File: config.mk
export PLATFORM = sky130hd
export DESIGN_NAME = strb_route_matrix
export DESIGN_NICKNAME = d
export VERILOG_FILES = /design/src/rtl/strb_route_pkg.sv /design/src/rtl/strb_ctrl_reg.sv /design/src/rtl/strb_cfg_table.sv /design/src/rtl/strb_port_or.sv /design/src/rtl/strb_route_matrix.sv
export SDC_FILE = /design/constraint.sdc
export NUM_CORES = 1
export LEC_CHECK = 0
export BUFFER_PORTS_ARGS = -buffer_cell sky130_fd_sc_hd__buf_2
export CELL_PAD_IN_SITES_DETAIL_PLACEMENT = 0
export CELL_PAD_IN_SITES_GLOBAL_PLACEMENT = 2
export CORE_UTILIZATION = 31
export CTS_BUF_LIST = sky130_fd_sc_hd__clkbuf_8
export CTS_CLUSTER_DIAMETER = 50
export DETAILED_ROUTE_END_ITERATION = 8
export HOLD_SLACK_MARGIN = 0.08
export PLACE_DENSITY = 0.77
export SETUP_SLACK_MARGIN = 0.05
export SYNTH_ARGS = -nofsm -noshare
export SYNTH_HDL_FRONTEND = slang
export SYNTH_HIERARCHICAL = 1
export SYNTH_SLANG_ARGS = --single-unit
File: constraint.sdc
create_clock -name clk -period 2.7 [get_ports clk]
set_clock_uncertainty 0.15 [all_clocks]
set_input_delay 0.54 -clock clk [delete_from_list [all_inputs] [get_ports clk]]
set_output_delay 0.54 -clock clk [all_outputs]
set_load 0.02 [all_outputs]
File: src/rtl/strb_route_pkg.sv
package strb_route_pkg;
  localparam int REG_W     = 16;
  localparam int MODE_BIT  = 15;
  localparam int SEL_LSB   = 8;
  localparam int SEL_W     = 7;
  localparam int EN_BIT    = 4;
  localparam int PORT_LSB  = 0;
  localparam int PORT_W    = 2;
  localparam int NUM_PORTS = 1 << PORT_W;

  typedef struct packed {
    logic              en;
    logic [PORT_W-1:0] port;
  } strb_cfg_t;
endpackage

File: src/rtl/strb_ctrl_reg.sv
module strb_ctrl_reg
  import strb_route_pkg::*;
#(
  parameter int NUM_SRC = 24,
  localparam int IDX_W  = (NUM_SRC > 1) ? $clog2(NUM_SRC) : 1
) (
  input  logic             clk,
  input  logic             rst,
  input  logic             wr_en,
  input  logic [REG_W-1:0] wr_data,
  input  strb_cfg_t        sel_cfg,
  output logic [IDX_W-1:0] tbl_addr,
  output logic             tbl_we,
  output logic [IDX_W-1:0] tbl_waddr,
  output strb_cfg_t        tbl_wcfg,
  output logic [REG_W-1:0] rd_data
);
  logic [SEL_W-1:0] wr_sel;
  logic             wr_sel_ok;
  logic [SEL_W-1:0] sel_q;
  logic             sel_ok;
  logic             unused_bits;

  assign wr_sel      = wr_data[SEL_LSB +: SEL_W];
  assign wr_sel_ok   = (32'(wr_sel) < NUM_SRC);
  assign unused_bits = ^{wr_data[7:5], wr_data[3:2]};

  always_ff @(posedge clk) begin
    if (rst) sel_q <= '0;
    else if (wr_en) sel_q <= wr_sel;
  end

  assign tbl_we        = wr_en && !wr_data[MODE_BIT] && wr_sel_ok;
  assign tbl_waddr     = wr_sel[IDX_W-1:0];
  assign tbl_wcfg.en   = wr_data[EN_BIT];
  assign tbl_wcfg.port = wr_data[PORT_LSB +: PORT_W];

  assign sel_ok   = (32'(sel_q) < NUM_SRC);
  assign tbl_addr = sel_q[IDX_W-1:0];

  always_comb begin
    rd_data = '0;
    rd_data[SEL_LSB +: SEL_W] = sel_q;
    if (sel_ok) begin
      rd_data[EN_BIT]                = sel_cfg.en;
      rd_data[PORT_LSB +: PORT_W]    = sel_cfg.port;
    end
  end
endmodule

File: src/rtl/strb_cfg_table.sv
module strb_cfg_table
  import strb_route_pkg::*;
#(
  parameter int NUM_SRC = 24,
  localparam int IDX_W  = (NUM_SRC > 1) ? $clog2(NUM_SRC) : 1
) (
  input  logic                    clk,
  input  logic                    rst,
  input  logic                    we,
  input  logic [IDX_W-1:0]        waddr,
  input  strb_cfg_t               wcfg,
  input  logic [IDX_W-1:0]        raddr,
  output strb_cfg_t               rcfg,
  output strb_cfg_t [NUM_SRC-1:0] cfg_all
);
  strb_cfg_t [NUM_SRC-1:0] tbl_q;

  always_ff @(posedge clk) begin
    if (rst) begin
      for (int i = 0; i < NUM_SRC; i++) tbl_q[i] <= '0;
    end else if (we) begin
      tbl_q[waddr] <= wcfg;
    end
  end

  always_comb begin
    rcfg = '0;
    for (int i = 0; i < NUM_SRC; i++)
      if (raddr == IDX_W'(i)) rcfg = tbl_q[i];
  end

  assign cfg_all = tbl_q;
endmodule

File: src/rtl/strb_port_or.sv
module strb_port_or
  import strb_route_pkg::*;
#(
  parameter int NUM_SRC = 24
) (
  input  strb_cfg_t [NUM_SRC-1:0] cfg_all,
  input  logic [NUM_SRC-1:0]      src_i,
  output logic [NUM_PORTS-1:0]    strb_o
);
  for (genvar p = 0; p < NUM_PORTS; p++) begin : g_port
    logic [NUM_SRC-1:0] hit;
    for (genvar s = 0; s < NUM_SRC; s++) begin : g_src
      assign hit[s] = cfg_all[s].en && (cfg_all[s].port == PORT_W'(p)) && src_i[s];
    end
    assign strb_o[p] = |hit;
  end
endmodule

File: src/rtl/strb_route_matrix.sv
module strb_route_matrix
  import strb_route_pkg::*;
#(
  parameter int NUM_SRC = 24
) (
  input  logic               clk,
  input  logic               rst,
  input  logic               wr_en,
  input  logic [15:0]        wr_data,
  output logic [15:0]        rd_data,
  input  logic [NUM_SRC-1:0] src_i,
  output logic [3:0]         strb_o
);
  localparam int IDX_W = (NUM_SRC > 1) ? $clog2(NUM_SRC) : 1;

  strb_cfg_t               sel_cfg;
  strb_cfg_t               tbl_wcfg;
  strb_cfg_t [NUM_SRC-1:0] cfg_all;
  logic [IDX_W-1:0]        tbl_addr;
  logic [IDX_W-1:0]        tbl_waddr;
  logic                    tbl_we;

  strb_ctrl_reg #(.NUM_SRC(NUM_SRC)) u_ctrl (
    .clk(clk), .rst(rst), .wr_en(wr_en), .wr_data(wr_data),
    .sel_cfg(sel_cfg), .tbl_addr(tbl_addr), .tbl_we(tbl_we),
    .tbl_waddr(tbl_waddr), .tbl_wcfg(tbl_wcfg), .rd_data(rd_data)
  );

  strb_cfg_table #(.NUM_SRC(NUM_SRC)) u_tbl (
    .clk(clk), .rst(rst), .we(tbl_we), .waddr(tbl_waddr), .wcfg(tbl_wcfg),
    .raddr(tbl_addr), .rcfg(sel_cfg), .cfg_all(cfg_all)
  );

  strb_port_or #(.NUM_SRC(NUM_SRC)) u_or (
    .cfg_all(cfg_all), .src_i(src_i), .strb_o(strb_o)
  );
endmodule

==> results.py, run 1 <==
metrics = {
    "timing": {
        "slew_headroom": 0.540,
        "worst_pin_slew_ps": 687,
        "setup_viol": 4,
        "whs_ps": 249,
        "setup_ws_ps": -416,
        "rsz0062_at_grt": "yes",
        "timing.fmax_ghz": 0.321,
        "hold_viol_final": 0,
        "finalCritPeriodShare": 1.15,
        "finalSetupTns_ps": -993,
        "min_period_ps": 3120,
        "final_max_slew_viol_count": 0,
    },
    "outcome": {
        "violations": "negative setup slack",
        "run_status": "finished, violations left",
    },
    "clock_tree": {
        "cts_sinks": 79,
        "clock-root-buffer": "clkbuf_8",
        "clk_pin_slew_ps": 100,
        "htree_levels": 3,
        "cts_tree": "built",
        "clock_latency_ps": 380,
        "cts_buffer_depth": 2,
        "cts_buffers": 9,
    },
    "finish": {
        "layout_commonest_cell": "nand2_1",
        "mostFrequentLayoutCells": "92 x nand2_1, 80 x nand3_1, 76 x buf_4",
        "stdcell_count": 998,
        "multi_input_area_um2": 3260,
        "n_fill_cell": 1676,
        "n_antenna_cell": 0,
        "drive_above_1_share": 0.256,
        "seqCellArea_um2": 1610,
        "nNetsFinal": 820,
        "syn_to_final_growth_pct": 25.3,
    },
    "placed_design": {
        "dp_hpwl_um": 17000,
        "placed_cells": 978,
        "portBuffers": 51,
        "gp_congestion": 0.951,
    },
    "setup_path": {
        "worstPathCellList": "mux2_4 > a22o_1 > a221oi_2 > a21oi_2 > a211oi_2 > o32a_2 > o21ai_2 > and2_4 > buf_6",
        "path_class": "reg -> out",
        "crit_path_end_kind": "primary output",
        "cpPeakStageDelay_ps": 440,
        "ff2ff_path_depth": 2,
        "crit_family": "compound AO/OA/AOI/OAI gates",
        "r2r_end": "u_tbl/cfg_all[58]$_SDFFE_PP0P_",
        "arrival_ps": 2430,
        "worst-path-buf-inv": 1,
        "reg2reg_from": "u_tbl/cfg_all[58]$_SDFFE_PP0P_",
        "cp.required_ps": 2010,
        "worstSetupPathDepth": 9,
        "cp_slowest_cell": "dfxtp_4",
        "reg2reg_slack_ps": 1650,
        "startpoint_type": "register",
        "path_max_fanout": 6,
    },
    "synthesis": {
        "synth.top_cell.area_share": 0.307,
        "synth_adder_area_share": 0,
        "synth_mux_area_frac": 0.102,
        "syn-instance-count": 681,
        "ys_warn_count": 6,
        "synthArstFlopShare": 0,
        "synth-seq-cells": 79,
        "synthTopCellsByArea": "dfxtp_1 31%, mux2i_1 8.2%, nand3_1 7.9%, nand2_1 6.7%, a21oi_1 5.9%",
        "synth_flop_cell": "dfxtp_1",
        "syn_area_um2": 5150,
        "synth_compound_area_frac": 0.170,
        "synth_edf_count": 0,
        "synth_top_family_by_area": "simple AND/OR/NAND/NOR gates",
        "synth_top_cell_by_area": "dfxtp_1",
        "synthXorXnorAreaFrac": 0,
        "synth_cell_types": 61,
        "synth-simple-area-share": 0.344,
        "syn_avg_cell_area_um2": 7.56,
        "yosysSeqAreaShare": 0.307,
    },
    "floorplanning": {
        "start_util": 0.321,
        "core_area_um2": 16100,
        "rows": 46,
        "die_x_um": 131,
        "die_h_um": 131,
        "ios": 63,
        "dieArea_um2": 17100,
    },
    "grt": {
        "grt.total_usage": 0.269,
        "antenna_found_initial": 0,
        "grt-ovfl-total": 0,
        "grt_max_degree": 32,
        "grt_pass1_wl_um": 33000,
        "grt_pass1_vias": 5431,
    },
    "power_and_ir_drop": {
        "seqPwrFrac": 0.471,
        "internal_power_w": 0.00178,
        "irDropWorstVdd_mv": 0.190,
        "power_w": 0.00252,
        "switching_power_w": 0.000733,
        "power_frac_clock": 0.376,
        "p_comb_frac": 0.153,
        "power_density_nw_per_um2": 390,
        "p_sw_frac": 0.291,
        "p_leak_nw": 2.25,
    },
    "route": {
        "vias_per_cell": 5.75,
        "totalWireLength_um": 22200,
        "drt_iter0_markers": 564,
        "wire_per_inst_um": 22.3,
        "first_pass_iters": 5,
        "final_antenna_net_count": 0,
        "vias": 5742,
        "drc": 0,
    },
    "flow_run": {
        "max_cap_viol_count": 0,
    },
    "worst_hold_path": {
        "min_delay_path_depth": 3,
        "whs_endpoint": "u_ctrl/sel_q[5]$_SDFFE_PP0P_",
        "hold_path.class": "in -> reg",
        "hold_start": "wr_data[13]",
    },
}
[synth_stat cells, types with 2 or more instances]
cell type,instances
nor4_1,6
nand3b_1,13
inv_1,12
buf_6,3
buf_2,6
a221oi_1,4
mux4_2,2
dfxtp_1,79
o22ai_1,17
nand4b_1,19
and4bb_1,2
o21ai_0,18
nand2b_1,5
a31oi_1,2
a22o_1,2
a211oi_1,3
buf_4,25
nor3b_2,4
a21oi_1,61
o32ai_1,8
clkbuf_1,23
nand2_1,92
mux2_2,4
o21a_1,2
buf_1,2
mux2i_1,42
nor3_1,10
nor2b_1,6
nand3_1,81
o2111ai_1,2
nand4_1,31
a32oi_1,2
nor2_1,58
and2_1,3
o211ai_1,6
[worst reg2reg max path, delay by kind of cell (launching register included)]
family	cells	cell delay, ps
AO/OA/AOI/OAI	1	150
flip-flops	1	580
AND/OR/NAND/NOR	1	100
[cell families (layout without fill, tap and decap cells)]
family,after synthesis,count (layout)
other cells,1,6
flops,79,79
compound gates,139,139
mux,49,49
simple gates,341,341
buf+inv,72,168
[layer usage]
metal  vias to the layer above  wire length, um  global-route usage  part of all wire
met3                        40             1180              0.0371             0.053
met5                         -                0                   0                 0
met4                         0              876               0.120             0.039
met1                      2789            10300               0.366              0.46
met2                       227             9890               0.420              0.44
li1                       2686                -                   -                 -
[metrics by stage]
stage | cell area (um^2) | util | setup slack (ps)
2_1_floorplan | 5170 | - | 62.7
3_3_place_gp | 6080 | 0.379 | -167
3_5_place_dp | 6080 | 0.379 | -177
4_1_cts | 6400 | 0.399 | -390
5_1_grt | 6460 | 0.402 | -509
6_report | 6460 | 0.402 | -416
[sequential cells by signal, indices dropped and copies added (netlist names)]
signal         cells
u_tbl/cfg_all     72
u_ctrl/sel_q       7
[worst max path at each step]
stage | start | to | slack [ps]
after floorplan | u_ctrl/sel_q[2]$_SDFFE_PP0P_ | rd_data[0] | 60
after global placement | src_i[7] | strb_o[0] | -170
after detailed placement | src_i[7] | strb_o[0] | -180
after CTS | u_ctrl/sel_q[0]$_SDFFE_PP0P_ | rd_data[0] | -390
after global routing | u_ctrl/sel_q[0]$_SDFFE_PP0P_ | rd_data[0] | -510
final | u_ctrl/sel_q[0]$_SDFFE_PP0P_ | rd_data[0] | -420
[power groups by stage]
stage / clock network, W / logic (W) / registers [W]
after global placement: 0 / 0.000356 / 0.00121
after global routing: 0.00101 / 0.000412 / 0.00119
after CTS: 0.000965 / 0.000378 / 0.00119
final: 0.000945 / 0.000385 / 0.00119
after floorplan: 0 / 0.000207 / 0.00121
after detailed placement: 0 / 0.000357 / 0.00121
[final cells by class]
type | count | area share
clock buffer | 10 | 0.0213
clock inverter | 6 | 0.0103
inverter | 12 | 0.00698
multi-input combinational | 535 | 0.505
sequential | 79 | 0.249
tap | 216 | 0.0419
timing repair buffer | 140 | 0.166
[what timing repair did]
| action | 4_1_cts | 5_1_grt |
|---|---|---|
| gates resized for setup | 32 | 18 |
| setup buffers | 4 | 0 |
| setup endpoints to repair | 5 | 6 |
| pin swaps | 8 | 5 |
| hold buffers | 0 | 0 |
| cloned | 0 | 0 |
No activity file was read; power rests on OpenSTA's default activity.
==> run 2: changes to the inputs <==
--- a/config.mk
+++ b/config.mk
@@ -8,4 +8,2 @@
 export BUFFER_PORTS_ARGS = -buffer_cell sky130_fd_sc_hd__buf_2
-export CELL_PAD_IN_SITES_DETAIL_PLACEMENT = 0
-export CELL_PAD_IN_SITES_GLOBAL_PLACEMENT = 2
 export CORE_UTILIZATION = 31
@@ -15,3 +13,3 @@
 export HOLD_SLACK_MARGIN = 0.08
-export PLACE_DENSITY = 0.77
+export PLACE_DENSITY = 0.48
 export SETUP_SLACK_MARGIN = 0.05
==> constraint.sdc (replaced) <==
create_clock -name clk -period 3.5 [get_ports clk]
set_clock_uncertainty 0.15 [all_clocks]
set_input_delay 0.7 -clock clk [delete_from_list [all_inputs] [get_ports clk]]
set_output_delay 0.7 -clock clk [all_outputs]
set_load 0.1 [all_outputs]
==> run 2 against run 1 <==
Net effect: the run now ends clean; worst setup slack improved by 510 ps; sequential power is 23% lower; die area is the same; final area shrank 8.5%; sequential share of layout area increased by 2.2 points; core utilization down 3.4 points; critical path type is now in -> out; largest cell class unchanged.
==> results.py, run 2 (synthesized netlist as in run 1, its figures left out) <==
metrics = {
    "outcome": {
        "run_status": "complete, no violations",
    },
    "clock_tree": {
        "htree_levels": 3,
        "clk_pin_slew_ps": 80,
        "cts_tree": "built",
        "clock_latency_ps": 380,
        "cts_hold_buffers": 0,
        "cts_buffer_depth": 2,
        "cts_buffers": 9,
        "clock-root-buffer": "clkbuf_8",
        "cts_sinks": 79,
    },
    "setup_path": {
        "worstPathCellList": "buf_2 > and4bb_1 > or4_1 > nor4_1 > nand3_1 > buf_2",
        "path_max_fanout": 4,
        "path_class": "in -> out",
        "startpoint_type": "primary input",
        "crit_path_end_kind": "primary output",
        "cpPeakStageDelay_ps": 520,
        "arrival_ps": 2560,
        "path_common_cell": "buf_2",
        "cp_slowest_cell": "or4_1",
        "cp.required_ps": 2650,
    },
    "finish": {
        "fin_area_um2": 5910,
        "syn_to_final_growth_pct": 14.7,
        "stdcell_count": 946,
        "drive_above_1_share": 0.185,
        "n_antenna_cell": 0,
        "fin_util": 0.368,
        "nNetsFinal": 768,
        "mostFrequentLayoutCells": "92 x nand2_1, 81 x nand3_1, 74 x dfxtp_1",
        "layout_commonest_cell": "nand2_1",
        "largest_reg_flops": 72,
    },
    "timing": {
        "rsz0062_at_grt": "yes",
        "worst_pin_slew_ps": 870,
        "min_period_ps": 3410,
        "finalSetupTns_ps": 0,
        "setup_ws_ps": 92.3,
        "finalCritPeriodShare": 0.974,
        "slew_headroom": 0.420,
        "final_max_slew_viol_count": 0,
        "timing.fmax_ghz": 0.293,
        "hold_viol_final": 0,
        "setup_viol": 0,
    },
    "placed_design": {
        "portBuffers": 51,
        "dp_hpwl_um": 15900,
        "gp_congestion": 0.919,
        "placed_cells": 920,
        "placed_area_um2": 5600,
        "dp_slack_ps": 105,
    },
    "floorplanning": {
        "start_util": 0.321,
        "core_area_um2": 16100,
        "die_h_um": 131,
        "rows": 46,
        "dieArea_um2": 17100,
        "ios": 63,
        "die_x_um": 131,
    },
    "grt": {
        "grt_max_degree": 80,
        "grt.total_usage": 0.258,
        "grt_pass1_vias": 5222,
        "grt_pass1_wl_um": 31600,
        "antenna_found_initial": 1,
        "grt-ovfl-total": 0,
    },
    "route": {
        "wire_per_inst_um": 22.8,
        "drt_iter0_markers": 487,
        "drc": 0,
        "vias_per_cell": 5.96,
        "first_pass_iters": 5,
        "vias": 5637,
        "totalWireLength_um": 21600,
        "final_antenna_net_count": 0,
    },
    "power_and_ir_drop": {
        "p_comb_frac": 0.179,
        "seqPwrFrac": 0.479,
        "irDropWorstVdd_mv": 0.141,
        "p_sw_frac": 0.324,
        "internal_power_w": 0.00130,
        "switching_power_w": 0.000621,
        "power_density_nw_per_um2": 325,
        "p_leak_nw": 1.93,
        "power_frac_clock": 0.341,
    },
    "worst_hold_path": {
        "hold_path.class": "reg -> reg",
    },
    "flow_run": {
        "max_cap_viol_count": 0,
    },
}
[run 2: cell types whose count changed in the layout (fill, tap and decap cells not counted), moves of 2 or more]
cell,delta
o21ai_0,+4
and2_2,+2
a221oi_1,+2
buf_4,-45
dfxtp_2,-12
buf_6,-2
buf_12,-6
dfxtp_4,+2
dfxtp_1,+10
o21ai_1,-4
and2_1,-2
a221oi_2,-2
[run 2: metal layers]
metal,up-vias,wire [um],GRT usage
li1,2590,-,-
met1,2789,9730,0.338
met2,211,9740,0.411
met3,47,1130,0.0371
met4,0,947,0.136
met5,-,0,0
[run 2: path summary, 6_finish.rpt]
kind / start / endpoint / slack (ps) / cells past startpoint
min: u_tbl/cfg_all[14]$_SDFFE_PP0P_ / u_tbl/cfg_all[14]$_SDFFE_PP0P_ / 370 / 2
max: src_i[7] / strb_o[0] / 90 / 6
min reg2reg: u_tbl/cfg_all[14]$_SDFFE_PP0P_ / u_tbl/cfg_all[14]$_SDFFE_PP0P_ / 370 / 2
max reg2reg: u_ctrl/sel_q[0]$_SDFFE_PP0P_ / u_ctrl/sel_q[0]$_SDFFE_PP0P_ / 2300 / 4
[run 2: timing repair]
| item | 4_1_cts | 5_1_grt |
|---|---|---|
| buffers inserted | 3 | 8 |
| pin swaps | 1 | 7 |
| endpoints found under the setup margin | 2 | 2 |
| gates resized for setup | 5 | 14 |
[run 2: cell type report]
type / count / area [um^2]
Tap cell: 216 / 270
Sequential cell: 79 / 1600
Timing Repair Buffer: 88 / 594
Clock inverter: 5 / 31.3
Inverter: 12 / 45.0
Fill cell: 1700 / 10200
Multi-Input combinational cell: 535 / 3210
Clock buffer: 11 / 151
[run 2: stage by stage]
stage,hold slack (ps),total power (W)
after CTS,374,0.00192
final,375,0.00192
after global placement,347,0.00127
after floorplan,320,0.00117
after detailed placement,356,0.00127
after global routing,410,0.00199
[run 2: worst max-delay path, delay by kind of cell]
family / cells / cell delay, ps
buffers and inverters: 2 / 470
and+or+nand+nor: 4 / 1390
[run 2: power groups by stage]
stage	clock network (W)	logic [W]	registers, W
floorplan	0	0.000207	0.000964
global placement	0	0.000320	0.000945
detailed placement	0	0.000320	0.000945
CTS	0.000674	0.000325	0.000921
global route	0.000707	0.000361	0.000921
finish	0.000655	0.000344	0.000919
==> run 3: changes to the inputs <==
CORE_UTILIZATION = 60   (was 31)
PLACE_DENSITY = 0.82   (was 0.48)
==> run 3 against run 2 <==
Net effect: die area down 48%; critical endpoint is now rd_data[0]; sequential power up 0.4%; core utilization up 32 points; sequential cell count unchanged; clock power down 5.8%; global-route usage up 17 points.
==> results.py, run 3 (synthesized netlist as in run 1, its figures left out) <==
metrics = {
    "outcome": {
        "run_status": "complete, no violations",
    },
    "route": {
        "vias_per_cell": 7.16,
        "final_antenna_net_count": 0,
        "drc": 0,
        "drt_iter0_markers": 859,
        "first_pass_iters": 6,
        "wire_per_inst_um": 23.2,
        "vias": 5918,
        "totalWireLength_um": 19200,
    },
    "clock_tree": {
        "htree_levels": 3,
        "clock_latency_ps": 360,
        "cts_buffers": 9,
        "cts_buffer_depth": 2,
        "clock-root-buffer": "clkbuf_8",
        "cts_tree": "built",
        "cts_hold_buffers": 0,
        "cts_sinks": 79,
        "clk_pin_slew_ps": 90,
    },
    "flow_run": {
        "max_cap_viol_count": 0,
    },
    "timing": {
        "min_period_ps": 3410,
        "setup_ws_ps": 93.8,
        "finalCritPeriodShare": 0.973,
        "finalSetupTns_ps": 0,
        "hold_viol_final": 0,
        "worst_pin_slew_ps": 935,
        "final_max_slew_viol_count": 0,
        "timing.fmax_ghz": 0.294,
        "rsz0062_at_grt": "no",
        "setup_viol": 0,
        "slew_headroom": 0.376,
    },
    "setup_path": {
        "cp.required_ps": 2650,
        "r2r_end": "u_ctrl/sel_q[1]$_SDFFE_PP0P_",
        "setup.worst_path.start": "u_ctrl/sel_q[0]$_SDFFE_PP0P_",
        "crit_family": "compound AO/OA/AOI/OAI gates",
        "ff2ff_path_depth": 3,
        "worstPathCellList": "mux2_4 > a22o_1 > a221oi_2 > a21oi_2 > a211oi_2 > o32a_2 > o21ai_2 > and2_2 > buf_12",
        "cp_slowest_cell": "dfxtp_4",
        "path_class": "reg -> out",
        "path_max_fanout": 9,
        "worst-path-buf-inv": 1,
        "reg2reg_slack_ps": 2400,
        "worstSetupPathDepth": 9,
        "arrival_ps": 2560,
        "cpPeakStageDelay_ps": 460,
        "crit_path_end_kind": "primary output",
        "reg2reg_from": "u_ctrl/sel_q[1]$_SDFFE_PP0P_",
        "startpoint_type": "register",
    },
    "grt": {
        "grt.total_usage": 0.429,
        "grt_pass1_vias": 5199,
        "grt_pass1_wl_um": 28300,
        "grt-ovfl-total": 0,
        "antenna_found_initial": 0,
        "grt_max_degree": 51,
    },
    "floorplanning": {
        "die_x_um": 94.7,
        "rows": 33,
        "ios": 63,
        "core_area_um2": 8260,
        "start_util": 0.624,
        "die_h_um": 94.7,
        "dieArea_um2": 8960,
    },
    "finish": {
        "syn_to_final_growth_pct": 10.3,
        "mostFrequentLayoutCells": "92 x nand2_1, 81 x nand3_1, 74 x dfxtp_1",
        "largest_reg_flops": 72,
        "drive_above_1_share": 0.176,
        "n_fill_cell": 707,
        "n_antenna_cell": 0,
        "nNetsFinal": 761,
        "layout_commonest_cell": "nand2_1",
    },
    "placed_design": {
        "gp_congestion": 1.08,
        "portBuffers": 51,
        "dp_hpwl_um": 13700,
        "dp_slack_ps": 279,
    },
    "worst_hold_path": {
        "hold_start": "u_tbl/cfg_all[16]$_SDFFE_PP0P_",
        "hold_path.class": "reg -> reg",
        "min_delay_path_depth": 2,
        "whs_endpoint": "u_tbl/cfg_all[16]$_SDFFE_PP0P_",
    },
    "power_and_ir_drop": {
        "power_density_nw_per_um2": 328,
        "irDropWorstVdd_mv": 0.204,
        "p_leak_nw": 1.87,
    },
}
==> run 3: cell types whose count changed in the layout (fill, tap and decap cells not counted), sizes merged <==
cell	change
inv	+1
buf	-9
==> run 3: power breakdown <==
group          internal [W]  leakage (nW)  switching (W)
clock              0.000253        0.0867       0.000365
sequential         0.000903         0.640      0.0000206
combinational     0.0000900          1.15       0.000232
==> run 3: how the worst max path moves through the flow <==
stage / end / slack, ps
2_1_floorplan: rd_data[0] / 220
3_3_place_gp: rd_data[4] / 260
3_5_place_dp: strb_o[0] / 280
4_1_cts: rd_data[0] / 60
5_1_grt: rd_data[0] / 50
6_report: rd_data[0] / 90
==> run 3: final cells by class <==
type / count / area [um^2] / area share
multi-input cells: 535 / 3210 / 0.566
flip-flops and latches: 79 / 1600 / 0.281
repair buffers: 81 / 529 / 0.0932
well taps: 105 / 131 / 0.0231
clock buffers: 9 / 124 / 0.0218
inverters: 12 / 45.0 / 0.00793
clock inverters: 6 / 38.8 / 0.00683
==> run 3: tightest hold or removal path, stage by stage, from the launching register on <==
cell and delay (ps):
dfxtp_1 350, nand2_1 70, a21oi_1 60
==> run 3: layer usage <==
layer	vias up	global-route usage	wire length, um
li1	2569	-	-
met1	2772	0.576	7250
met2	494	0.644	8470
met3	83	0.0958	2500
met4	0	0.215	988
met5	-	0	0
==> run 3: stage by stage <==
stage	cells	utilization	total power, W	hold slack, ps	area (um^2)
global placement	806	0.659	0.00124	346	5440
finish	827	0.688	0.00186	372	5680
detailed placement	806	0.659	0.00125	364	5440
global route	827	0.688	0.00191	406	5680
CTS	821	0.680	0.00184	376	5620
floorplan	686	-	0.00117	320	5180
==> run 3: what timing repair did <==
| action | 4_1_cts | 5_1_grt |
|---|---|---|
| setup buffers | 0 | 6 |
| endpoints found under the setup margin | 3 | 3 |
| resized for setup | 4 | 6 |
